===== config.mk =====
export PLATFORM = sky130hd
export DESIGN_NAME = caf_accept_filter
export DESIGN_NICKNAME = d
export VERILOG_FILES = /design/src/rtl/caf_pkg.sv /design/src/rtl/caf_elem_bank.sv /design/src/rtl/caf_match.sv /design/src/rtl/caf_walker.sv /design/src/rtl/caf_accept_filter.sv
export SDC_FILE = /design/constraint.sdc
export NUM_CORES = 2
export LEC_CHECK = 0
export BUFFER_PORTS_ARGS = -buffer_cell sky130_fd_sc_hd__clkbuf_2
export CORE_MARGIN = 1.5
export CORE_UTILIZATION = 28
export DETAILED_ROUTE_END_ITERATION = 10
export MAX_ROUTING_LAYER = met4
export PLACE_DENSITY_LB_ADDON = 0.08
export SLEW_MARGIN = 5
export SYNTH_ARGS = -nofsm -noshare
export SYNTH_HDL_FRONTEND = slang
export SYNTH_SLANG_ARGS = --single-unit

===== constraint.sdc =====
create_clock -name clk_i -period 8.15 [get_ports clk_i]
set_input_delay 0.4075 -clock clk_i [delete_from_list [all_inputs] [get_ports clk_i]]
set_output_delay 0.4075 -clock clk_i [all_outputs]
set_load 0.01 [all_outputs]

===== src/rtl/caf_pkg.sv =====
package caf_pkg;

  localparam int unsigned STD_ID_W = 11;
  localparam int unsigned EXT_ID_W = 29;

  typedef enum logic [1:0] {
    FK_RANGE = 2'b00,
    FK_DUAL  = 2'b01,
    FK_MASK  = 2'b10,
    FK_NONE  = 2'b11
  } flt_kind_e;

  typedef struct packed {
    logic      en;
    flt_kind_e kind;
    logic      rej;
    logic      dst;
    logic      hp;
    logic      nostore;
  } flt_ctrl_t;

  localparam int unsigned CTRL_W = $bits(flt_ctrl_t);

endpackage


===== src/rtl/caf_elem_bank.sv =====
module caf_elem_bank
  import caf_pkg::*;
#(
  parameter int unsigned N     = 28,
  parameter int unsigned ID_W  = 11,
  parameter int unsigned IDX_W = 5
) (
  input  logic             clk_i,
  input  logic             rst_ni,
  input  logic             we_i,
  input  logic [IDX_W-1:0] widx_i,
  input  flt_ctrl_t        wctrl_i,
  input  logic [ID_W-1:0]  wid1_i,
  input  logic [ID_W-1:0]  wid2_i,
  input  logic [IDX_W-1:0] ridx_i,
  output flt_ctrl_t        rctrl_o,
  output logic [ID_W-1:0]  rid1_o,
  output logic [ID_W-1:0]  rid2_o
);

  flt_ctrl_t       ctrl_q [N];
  logic [ID_W-1:0] id1_q  [N];
  logic [ID_W-1:0] id2_q  [N];

  for (genvar g = 0; g < N; g++) begin : g_elem
    always_ff @(posedge clk_i or negedge rst_ni) begin
      if (!rst_ni) begin
        ctrl_q[g] <= '0;
        id1_q[g]  <= '0;
        id2_q[g]  <= '0;
      end else if (we_i && widx_i == IDX_W'(g)) begin
        ctrl_q[g] <= wctrl_i;
        id1_q[g]  <= wid1_i;
        id2_q[g]  <= wid2_i;
      end
    end
  end

  // index decode mux; out-of-list index reads as disabled
  always_comb begin
    rctrl_o = '0;
    rid1_o  = '0;
    rid2_o  = '0;
    for (int k = 0; k < N; k++) begin
      if (ridx_i == IDX_W'(k)) begin
        rctrl_o = ctrl_q[k];
        rid1_o  = id1_q[k];
        rid2_o  = id2_q[k];
      end
    end
  end

endmodule


===== src/rtl/caf_match.sv =====
module caf_match
  import caf_pkg::*;
#(
  parameter int unsigned ID_W = 11
) (
  input  flt_kind_e       kind_i,
  input  logic [ID_W-1:0] id_i,
  input  logic [ID_W-1:0] id1_i,
  input  logic [ID_W-1:0] id2_i,
  output logic            hit_o
);

  always_comb begin
    unique case (kind_i)
      FK_RANGE: hit_o = (id_i >= id1_i) && (id_i <= id2_i);
      FK_DUAL:  hit_o = (id_i == id1_i) || (id_i == id2_i);
      FK_MASK:  hit_o = ~|((id_i ^ id1_i) & id2_i);
      default:  hit_o = 1'b0;
    endcase
  end

endmodule


===== src/rtl/caf_walker.sv =====
module caf_walker
  import caf_pkg::*;
#(
  parameter int unsigned STD_N = 28,
  parameter int unsigned EXT_N = 8,
  parameter int unsigned IDX_W = 5
) (
  input  logic                clk_i,
  input  logic                rst_ni,
  input  logic                frm_vld_i,
  input  logic [EXT_ID_W-1:0] frm_id_i,
  input  logic                frm_ext_i,
  input  logic                frm_rtr_i,
  input  logic                rej_nomatch_i,
  input  logic                rej_rtr_std_i,
  input  logic                rej_rtr_ext_i,
  input  flt_ctrl_t           elem_ctrl_i,
  input  logic                elem_hit_i,
  output logic [IDX_W-1:0]    scan_idx_o,
  output logic                scan_ext_o,
  output logic [EXT_ID_W-1:0] scan_id_o,
  output logic                busy_o,
  output logic                done_o,
  output logic                accept_o,
  output logic                fifo_sel_o,
  output logic                hprio_o,
  output logic                hit_o,
  output logic [IDX_W-1:0]    hit_idx_o,
  output logic                overrun_o
);

  localparam logic [IDX_W-1:0] STD_LAST = IDX_W'(STD_N - 1);
  localparam logic [IDX_W-1:0] EXT_LAST = IDX_W'(EXT_N - 1);

  logic                busy_q, ext_q, kill_q;
  logic [IDX_W-1:0]    idx_q;
  logic [EXT_ID_W-1:0] id_q;
  logic                done_q, acc_q, sel_q, hp_q, hit_q, ovr_q;
  logic [IDX_W-1:0]    hidx_q;
  logic [IDX_W-1:0]    last_idx;
  logic                rtr_block;

  assign last_idx  = ext_q ? EXT_LAST : STD_LAST;
  assign rtr_block = frm_rtr_i && (frm_ext_i ? rej_rtr_ext_i : rej_rtr_std_i);

  always_ff @(posedge clk_i or negedge rst_ni) begin
    if (!rst_ni) begin
      busy_q <= 1'b0;
      ext_q  <= 1'b0;
      kill_q <= 1'b0;
      idx_q  <= '0;
      id_q   <= '0;
      done_q <= 1'b0;
      acc_q  <= 1'b0;
      sel_q  <= 1'b0;
      hp_q   <= 1'b0;
      hit_q  <= 1'b0;
      hidx_q <= '0;
      ovr_q  <= 1'b0;
    end else begin
      done_q <= 1'b0;
      ovr_q  <= 1'b0;
      if (!busy_q) begin
        if (frm_vld_i) begin
          busy_q <= 1'b1;
          idx_q  <= '0;
          ext_q  <= frm_ext_i;
          id_q   <= frm_id_i;
          kill_q <= rtr_block;
        end
      end else begin
        ovr_q <= frm_vld_i;
        if (kill_q) begin
          busy_q <= 1'b0;
          done_q <= 1'b1;
          acc_q  <= 1'b0;
          sel_q  <= 1'b0;
          hp_q   <= 1'b0;
          hit_q  <= 1'b0;
          hidx_q <= '0;
        end else if (elem_ctrl_i.en && elem_hit_i) begin
          busy_q <= 1'b0;
          done_q <= 1'b1;
          acc_q  <= !elem_ctrl_i.rej && !elem_ctrl_i.nostore;
          sel_q  <= !elem_ctrl_i.rej && elem_ctrl_i.dst;
          hp_q   <= !elem_ctrl_i.rej && elem_ctrl_i.hp;
          hit_q  <= 1'b1;
          hidx_q <= idx_q;
        end else if (idx_q == last_idx) begin
          busy_q <= 1'b0;
          done_q <= 1'b1;
          acc_q  <= !rej_nomatch_i;
          sel_q  <= 1'b0;
          hp_q   <= 1'b0;
          hit_q  <= 1'b0;
          hidx_q <= '0;
        end else begin
          idx_q <= idx_q + 1'b1;
        end
      end
    end
  end

  assign scan_idx_o = idx_q;
  assign scan_ext_o = ext_q;
  assign scan_id_o  = id_q;
  assign busy_o     = busy_q;
  assign done_o     = done_q;
  assign accept_o   = acc_q;
  assign fifo_sel_o = sel_q;
  assign hprio_o    = hp_q;
  assign hit_o      = hit_q;
  assign hit_idx_o  = hidx_q;
  assign overrun_o  = ovr_q;

endmodule


===== src/rtl/caf_accept_filter.sv =====
module caf_accept_filter
  import caf_pkg::*;
#(
  parameter int unsigned STD_N = 28,
  parameter int unsigned EXT_N = 8,
  localparam int unsigned MAX_N = (STD_N > EXT_N) ? STD_N : EXT_N,
  localparam int unsigned IDX_W = (MAX_N > 1) ? $clog2(MAX_N) : 1
) (
  input  logic                clk_i,
  input  logic                rst_ni,
  input  logic                cfg_we_i,
  input  logic                cfg_ext_i,
  input  logic [IDX_W-1:0]    cfg_idx_i,
  input  logic [CTRL_W-1:0]   cfg_ctrl_i,
  input  logic [EXT_ID_W-1:0] cfg_id1_i,
  input  logic [EXT_ID_W-1:0] cfg_id2_i,
  input  logic                rej_nomatch_i,
  input  logic                rej_rtr_std_i,
  input  logic                rej_rtr_ext_i,
  input  logic                frm_vld_i,
  input  logic [EXT_ID_W-1:0] frm_id_i,
  input  logic                frm_ext_i,
  input  logic                frm_rtr_i,
  output logic                busy_o,
  output logic                done_o,
  output logic                accept_o,
  output logic                fifo_sel_o,
  output logic                hprio_o,
  output logic                hit_o,
  output logic [IDX_W-1:0]    hit_idx_o,
  output logic                overrun_o
);

  logic [IDX_W-1:0]    scan_idx;
  logic                scan_ext;
  logic [EXT_ID_W-1:0] scan_id;

  flt_ctrl_t           std_ctrl, ext_ctrl, elem_ctrl;
  logic [STD_ID_W-1:0] std_id1, std_id2;
  logic [EXT_ID_W-1:0] ext_id1, ext_id2;
  logic                std_hit, ext_hit, elem_hit;

  caf_elem_bank #(.N(STD_N), .ID_W(STD_ID_W), .IDX_W(IDX_W)) i_std_bank (
    .clk_i   (clk_i),
    .rst_ni  (rst_ni),
    .we_i    (cfg_we_i && !cfg_ext_i),
    .widx_i  (cfg_idx_i),
    .wctrl_i (flt_ctrl_t'(cfg_ctrl_i)),
    .wid1_i  (cfg_id1_i[STD_ID_W-1:0]),
    .wid2_i  (cfg_id2_i[STD_ID_W-1:0]),
    .ridx_i  (scan_idx),
    .rctrl_o (std_ctrl),
    .rid1_o  (std_id1),
    .rid2_o  (std_id2)
  );

  caf_elem_bank #(.N(EXT_N), .ID_W(EXT_ID_W), .IDX_W(IDX_W)) i_ext_bank (
    .clk_i   (clk_i),
    .rst_ni  (rst_ni),
    .we_i    (cfg_we_i && cfg_ext_i),
    .widx_i  (cfg_idx_i),
    .wctrl_i (flt_ctrl_t'(cfg_ctrl_i)),
    .wid1_i  (cfg_id1_i),
    .wid2_i  (cfg_id2_i),
    .ridx_i  (scan_idx),
    .rctrl_o (ext_ctrl),
    .rid1_o  (ext_id1),
    .rid2_o  (ext_id2)
  );

  caf_match #(.ID_W(STD_ID_W)) i_std_match (
    .kind_i (std_ctrl.kind),
    .id_i   (scan_id[STD_ID_W-1:0]),
    .id1_i  (std_id1),
    .id2_i  (std_id2),
    .hit_o  (std_hit)
  );

  caf_match #(.ID_W(EXT_ID_W)) i_ext_match (
    .kind_i (ext_ctrl.kind),
    .id_i   (scan_id),
    .id1_i  (ext_id1),
    .id2_i  (ext_id2),
    .hit_o  (ext_hit)
  );

  assign elem_ctrl = scan_ext ? ext_ctrl : std_ctrl;
  assign elem_hit  = scan_ext ? ext_hit  : std_hit;

  caf_walker #(.STD_N(STD_N), .EXT_N(EXT_N), .IDX_W(IDX_W)) i_walker (
    .clk_i         (clk_i),
    .rst_ni        (rst_ni),
    .frm_vld_i     (frm_vld_i),
    .frm_id_i      (frm_id_i),
    .frm_ext_i     (frm_ext_i),
    .frm_rtr_i     (frm_rtr_i),
    .rej_nomatch_i (rej_nomatch_i),
    .rej_rtr_std_i (rej_rtr_std_i),
    .rej_rtr_ext_i (rej_rtr_ext_i),
    .elem_ctrl_i   (elem_ctrl),
    .elem_hit_i    (elem_hit),
    .scan_idx_o    (scan_idx),
    .scan_ext_o    (scan_ext),
    .scan_id_o     (scan_id),
    .busy_o        (busy_o),
    .done_o        (done_o),
    .accept_o      (accept_o),
    .fifo_sel_o    (fifo_sel_o),
    .hprio_o       (hprio_o),
    .hit_o         (hit_o),
    .hit_idx_o     (hit_idx_o),
    .overrun_o     (overrun_o)
  );

endmodule


Yosys cells after proc, flatten, opt, wreduce, memory -nomap -nowiden

Index checks and enable logic that the tools add are counted.

Register bits after elaboration: 1380
Input bits: 109

$add $sub $neg: 1
Magnitude comparators: 4
Equality and inequality tests: 66
Multiplexer cells: 142
Bitwise operators: 5
Reductions and logical operators: 64

Operators by type and width:

| operator                                       | number |
|---|---|
| 2-to-1 mux 11 bit                              | 56 |
| 2-to-1 mux 29 bit                              | 16 |
| 2-to-1 mux 7 bit                               | 37 |
| == test 5 bit (second input constant)          | 24 |
| == test 5 x 4 -> 1 bit (second input constant) | 16 |
| == test 29 bit                                 | 2 |
| logical AND 1 bit                              | 45 |
| 2-to-1 mux 5 bit                               | 9 |
| == test 5 x 3 -> 1 bit (second input constant) | 8 |
| bitwise AND 29 bit                             | 1 |
| >= comparator 29 bit                           | 1 |
| less-or-equal comparator 29 bit                | 1 |
| OR reduction 29 bit                            | 1 |
| XOR 29 bit                                     | 1 |
| == test 11 bit                                 | 2 |
| 2-to-1 mux 1 bit                               | 22 |
| == test 5 x 2 -> 1 bit (second input constant) | 4 |
| bitwise AND 11 bit                             | 1 |
| >= comparator 11 bit                           | 1 |
| less-or-equal comparator 11 bit                | 1 |
| OR reduction 11 bit                            | 1 |
| XOR 11 bit                                     | 1 |
| == test 5 x 1 -> 1 bit (second input constant) | 2 |
| zero test 5 bit                                | 2 |
| 14 further kinds                               | 27 |

Logic depth before layout (Yosys ltp)

Depth in word-level cells: 39
Gate-level depth with buffers: 32

Cells and area by module

From an unflattened synthesis, not the netlist that was laid out.

Cells, all modules: 5378
Area total of the unflattened synthesis: 66328.6 um2

Modules (own cells, without submodules):

| module                     | instances | cells an instance | area an instance (um2) |
|---|---|---|---|
| caf_elem_bank (i_std_bank) | 1         | 3038              | 37813.8 |
| caf_elem_bank (i_ext_bank) | 1         | 1869              | 24109.4 |
| caf_walker                 | 1         | 145               | 1990.7 |
| caf_match (i_ext_match)    | 1         | 229               | 1649.1 |
| caf_match (i_std_match)    | 1         | 86                | 621.8 |
| caf_accept_filter          | 1         | 11                | 143.9 |

Least setup slack after synthesis

No wires, ideal clock.

Path type: register -> register
From: register i_walker.idx_q[0] (netlist: i_walker.scan_idx_o[0])
To: register i_walker.idx_q[1] (netlist: i_walker.scan_idx_o[1])
Library setup time: 128 ps
Arrival time: 5909 ps
Data required time: 8022 ps
Slack: 2113 ps
Cell stages (with the launch flop): 31
Path buffers: 8
Path through: dfrtp_1 ha_1 buf_2 buf_4 inv_1 buf_2 buf_1 nor3_1 ha_1 clkbuf_1 clkbuf_1 clkbuf_1 clkbuf_1 a21oi_1 a211oi_1 a21oi_1 a2bb2oi_1 nand2_1 a21oi_1 ha_1 inv_1 a222oi_1 o221ai_1 nand2_1 o221ai_1 nor4_2 o211ai_1 nor4_2 a31oi_4 o21ai_2 mux2_1

Longest elaborated chain between the ends: 38
Elaborated cells between the ends (all ways): 176
Classes of those cells: 1 x add/sub; 4 x order compare; 38 x eq/ne; 116 x mux; 4 x bitwise; 13 x reduce/logical

Ends and longest elaborated chain:

| item                                                       | RTL line         | source |
|---|---|---|
| start: declaration                                         | caf_walker.sv:36 | `logic [IDX_W-1:0] idx_q;` |
| start signal: assignment                                   | caf_walker.sv:98 | `idx_q <= idx_q + 1'b1;` |
| branches (longest 38 deep; another with 2-to-1 mux 11 bit) | n/a              |  |

Several ways; the timed one is not identified. The select of a mux whose other input is x is not followed.
A chain may end at the register's enable or synchronous reset.

Worst setup path in the final report

From: register i_walker.idx_q[1] (netlist: i_walker.scan_idx_o[1])
To: register i_walker.hidx_q[3] (netlist: i_walker.hit_idx_o[3])

Longest elaborated chain between the ends: 38
Elaborated cells between the ends (all ways): 172
Classes of those cells: 4 x order compare; 36 x eq/ne; 114 x mux; 4 x bitwise; 14 x reduce/logical

Ends and longest elaborated chain:

| item                                                       | RTL line         | source |
|---|---|---|
| branches (longest 38 deep; another with 2-to-1 mux 11 bit) | n/a              |  |
| end signal: assignment                                     | caf_walker.sv:88 | `hidx_q <= idx_q;` |
| end: declaration                                           | caf_walker.sv:39 | `logic [IDX_W-1:0] hidx_q;` |

Several ways; the timed one is not identified.

==> metrics.md <==
| Metric | Value |
|---|---|
| Synth Area in Adders | 0.0185 |
| Die height | 492 um |
| Worst R2R Path Depth | 24 |
| Clk sinks | 1380 |
| Area grow syn2layout | 16.5% |
| CTS tree | built |
| H-tree depth | 4 |
| Syn Nets | 5839 |
| Clk root buf | clkbuf_16 |
| Slew HR | 0.107 |
| Tot GR Track Use | 0.252 |
| Register Area | 34500 sq um |
| Fillers | 24000 |
| Pins Over Slew Limit | 0 |
| Post-synthesis simple-gate area fraction | 0.0760 |
| Area of the multi-input gates | 30400 sq um |
| Placer Congestion | 0.908 |
| Pwr/cell area | 350 nW/um^2 |
| Avg Cell Area, Syn | 11.9 sq um |
| CP required | 8.88 ns |
| Top cell type by total area after synthesis | dfrtp_1 |
| Total Neg Setup Slack | 0 ns |
| Syn Inst Count | 5631 |
| Period utilisation layout | 0.959 |
| Post-route antenna net violation count | 0 |
| PortBufs | 120 |
| Post-synth EDFFs | 0 |
| Post-Place Cells | 8675 |
| Slew of the pin with the lowest slew margin | 1.33 ns |
| Reg-to-reg setup timing slack | 0.34 ns |
| Via count | 49800 |
| CTS resizes | 0 |
| Worst-path clk slew | 0.06 ns |
| Post-synthesis share of cell area spent on xor and xnor gates | 0.000131 |
| Synth warnings | 0 |
| Synth Cell Area | 67000 sq um |
| Worst hold endpoint | i_ext_bank.id1_q[185] |
| Yosys top cell area share | 0.516 |
| Cell variety after synth | 105 |
| Critical path capture point type | flip-flop |
| 1st-pass router iterations | 9 |
| Post-synthesis compound-gate area fraction | 0.130 |
| Fin nets | 5954 |
| Worst skew pair latency | 0.84 ns |
| Std-Cell Rows | 179 |
| Largest family of logic cells by synthesized area | multiplexers |
| Peak fanout along the critical path | 34 |
| Hold_ws | 0.0294 ns |
| Vias per std cell | 5.50 |
| Share of cells above drive strength 1 | 0.352 |
| I/O Pins | 121 |
| Final min period | 7.81 ns |
| Max Clock Skew | 0.0375 ns |
| Initial antenna violation count | 31 |
| Final Setup Violations | 0 |
| Startpoint types | flip-flop |
| Post-route insts no fill | 9052 |
| Final hold vios | 0 |
| GR Overflow Total | 0 |
| Synthesized flop and latch total | 1380 |
| Peak Freq | 128 MHz |
| Initial detailed-routing violation count | 4166 |
| Kind of critical path | flip-flop to flip-flop |
| Vias in the first global route | 50700 |
| Post-synth ARST share | 1.00 |
| Synth top area cells | dfrtp_1, mux2_2, clkbuf_1 |
| Register area share after synthesis | 0.516 |
| DR WL/cell | 33.2 um |
| Pin count of the biggest net entering global routing | 157 |
| Status | complete, but fails checks |
| Crit path arrival time | 8.54 ns |
| Max Root-Sink Buffers | 3 |
| CTS Buf Count | 171 |
| Maximum VDD drop | 0.000232 V |
| Hold path cells | 2 |
| Die area | 242000 sq um |
| Max Cap Violations | 0 |
| R2R Path End | i_walker.hit_idx_o[3] |
| WL final | 300000 um |
| Failing checks | design-rule violations |
| Commonest cells in the netlist | dfrtp_1, mux2_2, clkbuf_1, nand2_1, nor2_1 |
| Leak pwr | 36.0 nW |
| Synth Flop Type | dfrtp_1 |
| Hold Path Origin | cfg_id1_i[11] |
| Core area | 238000 sq um |
| Die span in x | 492 um |
| Initial Util | 0.282 |
| Drt drc | 20 |
| RSZ-0062 raised after global routing | no |
| First-pass GRT wire length | 423000 um |
| Most frequent cell after synthesis | dfrtp_1 |
| Hold WC Path Type | input port to flip-flop |
| R2r startpoint | i_walker.scan_idx_o[1] |
| Multiplexer area fraction after synthesis | 0.225 |
| Final HPWL DP | 196000 um |
[worst max path at each step]
| stage | cells past startpoint | endpoint | from |
|---|---|---|---|
| finish | 24 | i_walker.hit_idx_o[3] | i_walker.scan_idx_o[1] |
| global route | 29 | i_walker.hit_idx_o[0] | i_walker.scan_idx_o[1] |
| CTS | 24 | i_walker.hprio_o | i_walker.scan_idx_o[1] |
| detailed placement | 25 | i_walker.accept_o | i_walker.scan_idx_o[1] |
| global placement | 27 | i_walker.accept_o | i_walker.scan_idx_o[1] |
| floorplan | 30 | i_walker.scan_idx_o[1] | i_walker.scan_idx_o[0] |
[kinds of logic after synthesis]
group | after synthesis
muxes | 1337
and+or+nand+nor | 1018
adders and majority gates | 99
buffers and inverters | 557
DFF | 1380
AOI/OAI and AO/OA | 1239
xor gates and xnor gates | 1
[state kept, by name (all words and copies together) (netlist names)]
name and cells:
i_walker.fifo_sel_o 1, i_walker.hit_o 1, i_walker.scan_idx_o 5, i_walker.overrun_o 1, i_walker.kill_q 1, i_walker.done_o 1, i_ext_bank.id1_q 232, i_walker.busy_o 1
i_std_bank.id2_q 308, i_ext_bank.id2_q 232, i_std_bank.ctrl_q 196, i_walker.hit_idx_o 5, i_ext_bank.ctrl_q 56, i_walker.accept_o 1, i_walker.hprio_o 1, i_std_bank.id1_q 308
i_walker.scan_ext_o 1, i_walker.scan_id_o 29
[layout by cell type, fill, tap and decap left out, types with 94 or more instances in the layout]
cell type | Yosys | layout
clkbuf_16 | 0 | 173
o22ai_1 | 98 | 98
nor2_1 | 252 | 245
nand2_1 | 350 | 338
ha_1 | 99 | 94
a221oi_1 | 152 | 152
clkbuf_2 | 2 | 118
buf_4 | 12 | 251
mux2_2 | 1328 | 1328
a21oi_1 | 232 | 231
dfrtp_1 | 1380 | 1377
o21ai_0 | 216 | 216
nor3_1 | 104 | 101
[per-stage QoR]
step	utilization	setup WS (ns)	area, sq um	power [mW]
2_1_floorplan	-	2.11	67000	14.3
3_3_place_gp	0.302	0.543	71900	19.8
3_5_place_dp	0.302	0.570	71900	19.8
4_1_cts	0.328	0.505	78000	27.6
5_1_grt	0.328	0.152	78000	28.5
6_report	0.328	0.338	78000	27.3
[power by group]
| group | switching (mW) | internal [mW] |
|---|---|---|
| Combinational | 7.22 | 3.80 |
| Sequential | 0.863 | 7.85 |
| Clock | 3.17 | 4.43 |
[timing repair]
action,4_1_cts,5_1_grt
setup buffers,0,0
hold buffers,65,0
endpoints found under the hold margin,364,0
[layer usage]
metal / share of wire / GRT usage / vias to the layer above
met5: 0 / - / -
met4: 0.031 / 0.0732 / 0
met3: 0.042 / 0.0283 / 360
met2: 0.47 / 0.403 / 1339
met1: 0.45 / 0.337 / 26800
li1: - / - / 21300
[area by class of cell]
class,count,area share
multi-input cells,3694,0.390
inverters,51,0.00245
clock buffers,259,0.0646
diodes,12,0.000385
well taps,3167,0.0508
clock inverters,41,0.00544
flip-flops and latches,1380,0.443
repair buffers,448,0.0436
[worst max-delay path: stages, from the launching register on]
cell       delay [ns]
dfrtp_1          0.46
inv_1            0.22
ha_4             0.50
nor3b_2          0.09
buf_4            0.24
and2_4           0.30
buf_4            0.32
a221oi_1         0.44
nor3_1           0.11
nor3_1           0.28
a2bb2oi_1        0.57
o221ai_1         0.34
a21oi_1          0.47
a2bb2oi_1        0.25
nand2_1          0.10
a21oi_1          0.16
ha_1             0.32
nor3_1           0.89
o211ai_1         0.46
nand3_1          0.22
nor4_2           0.07
a31oi_4          0.24
buf_12           0.17
nor2_2           0.09
o41ai_1          0.34
No activity file was read; power rests on OpenSTA's default activity.
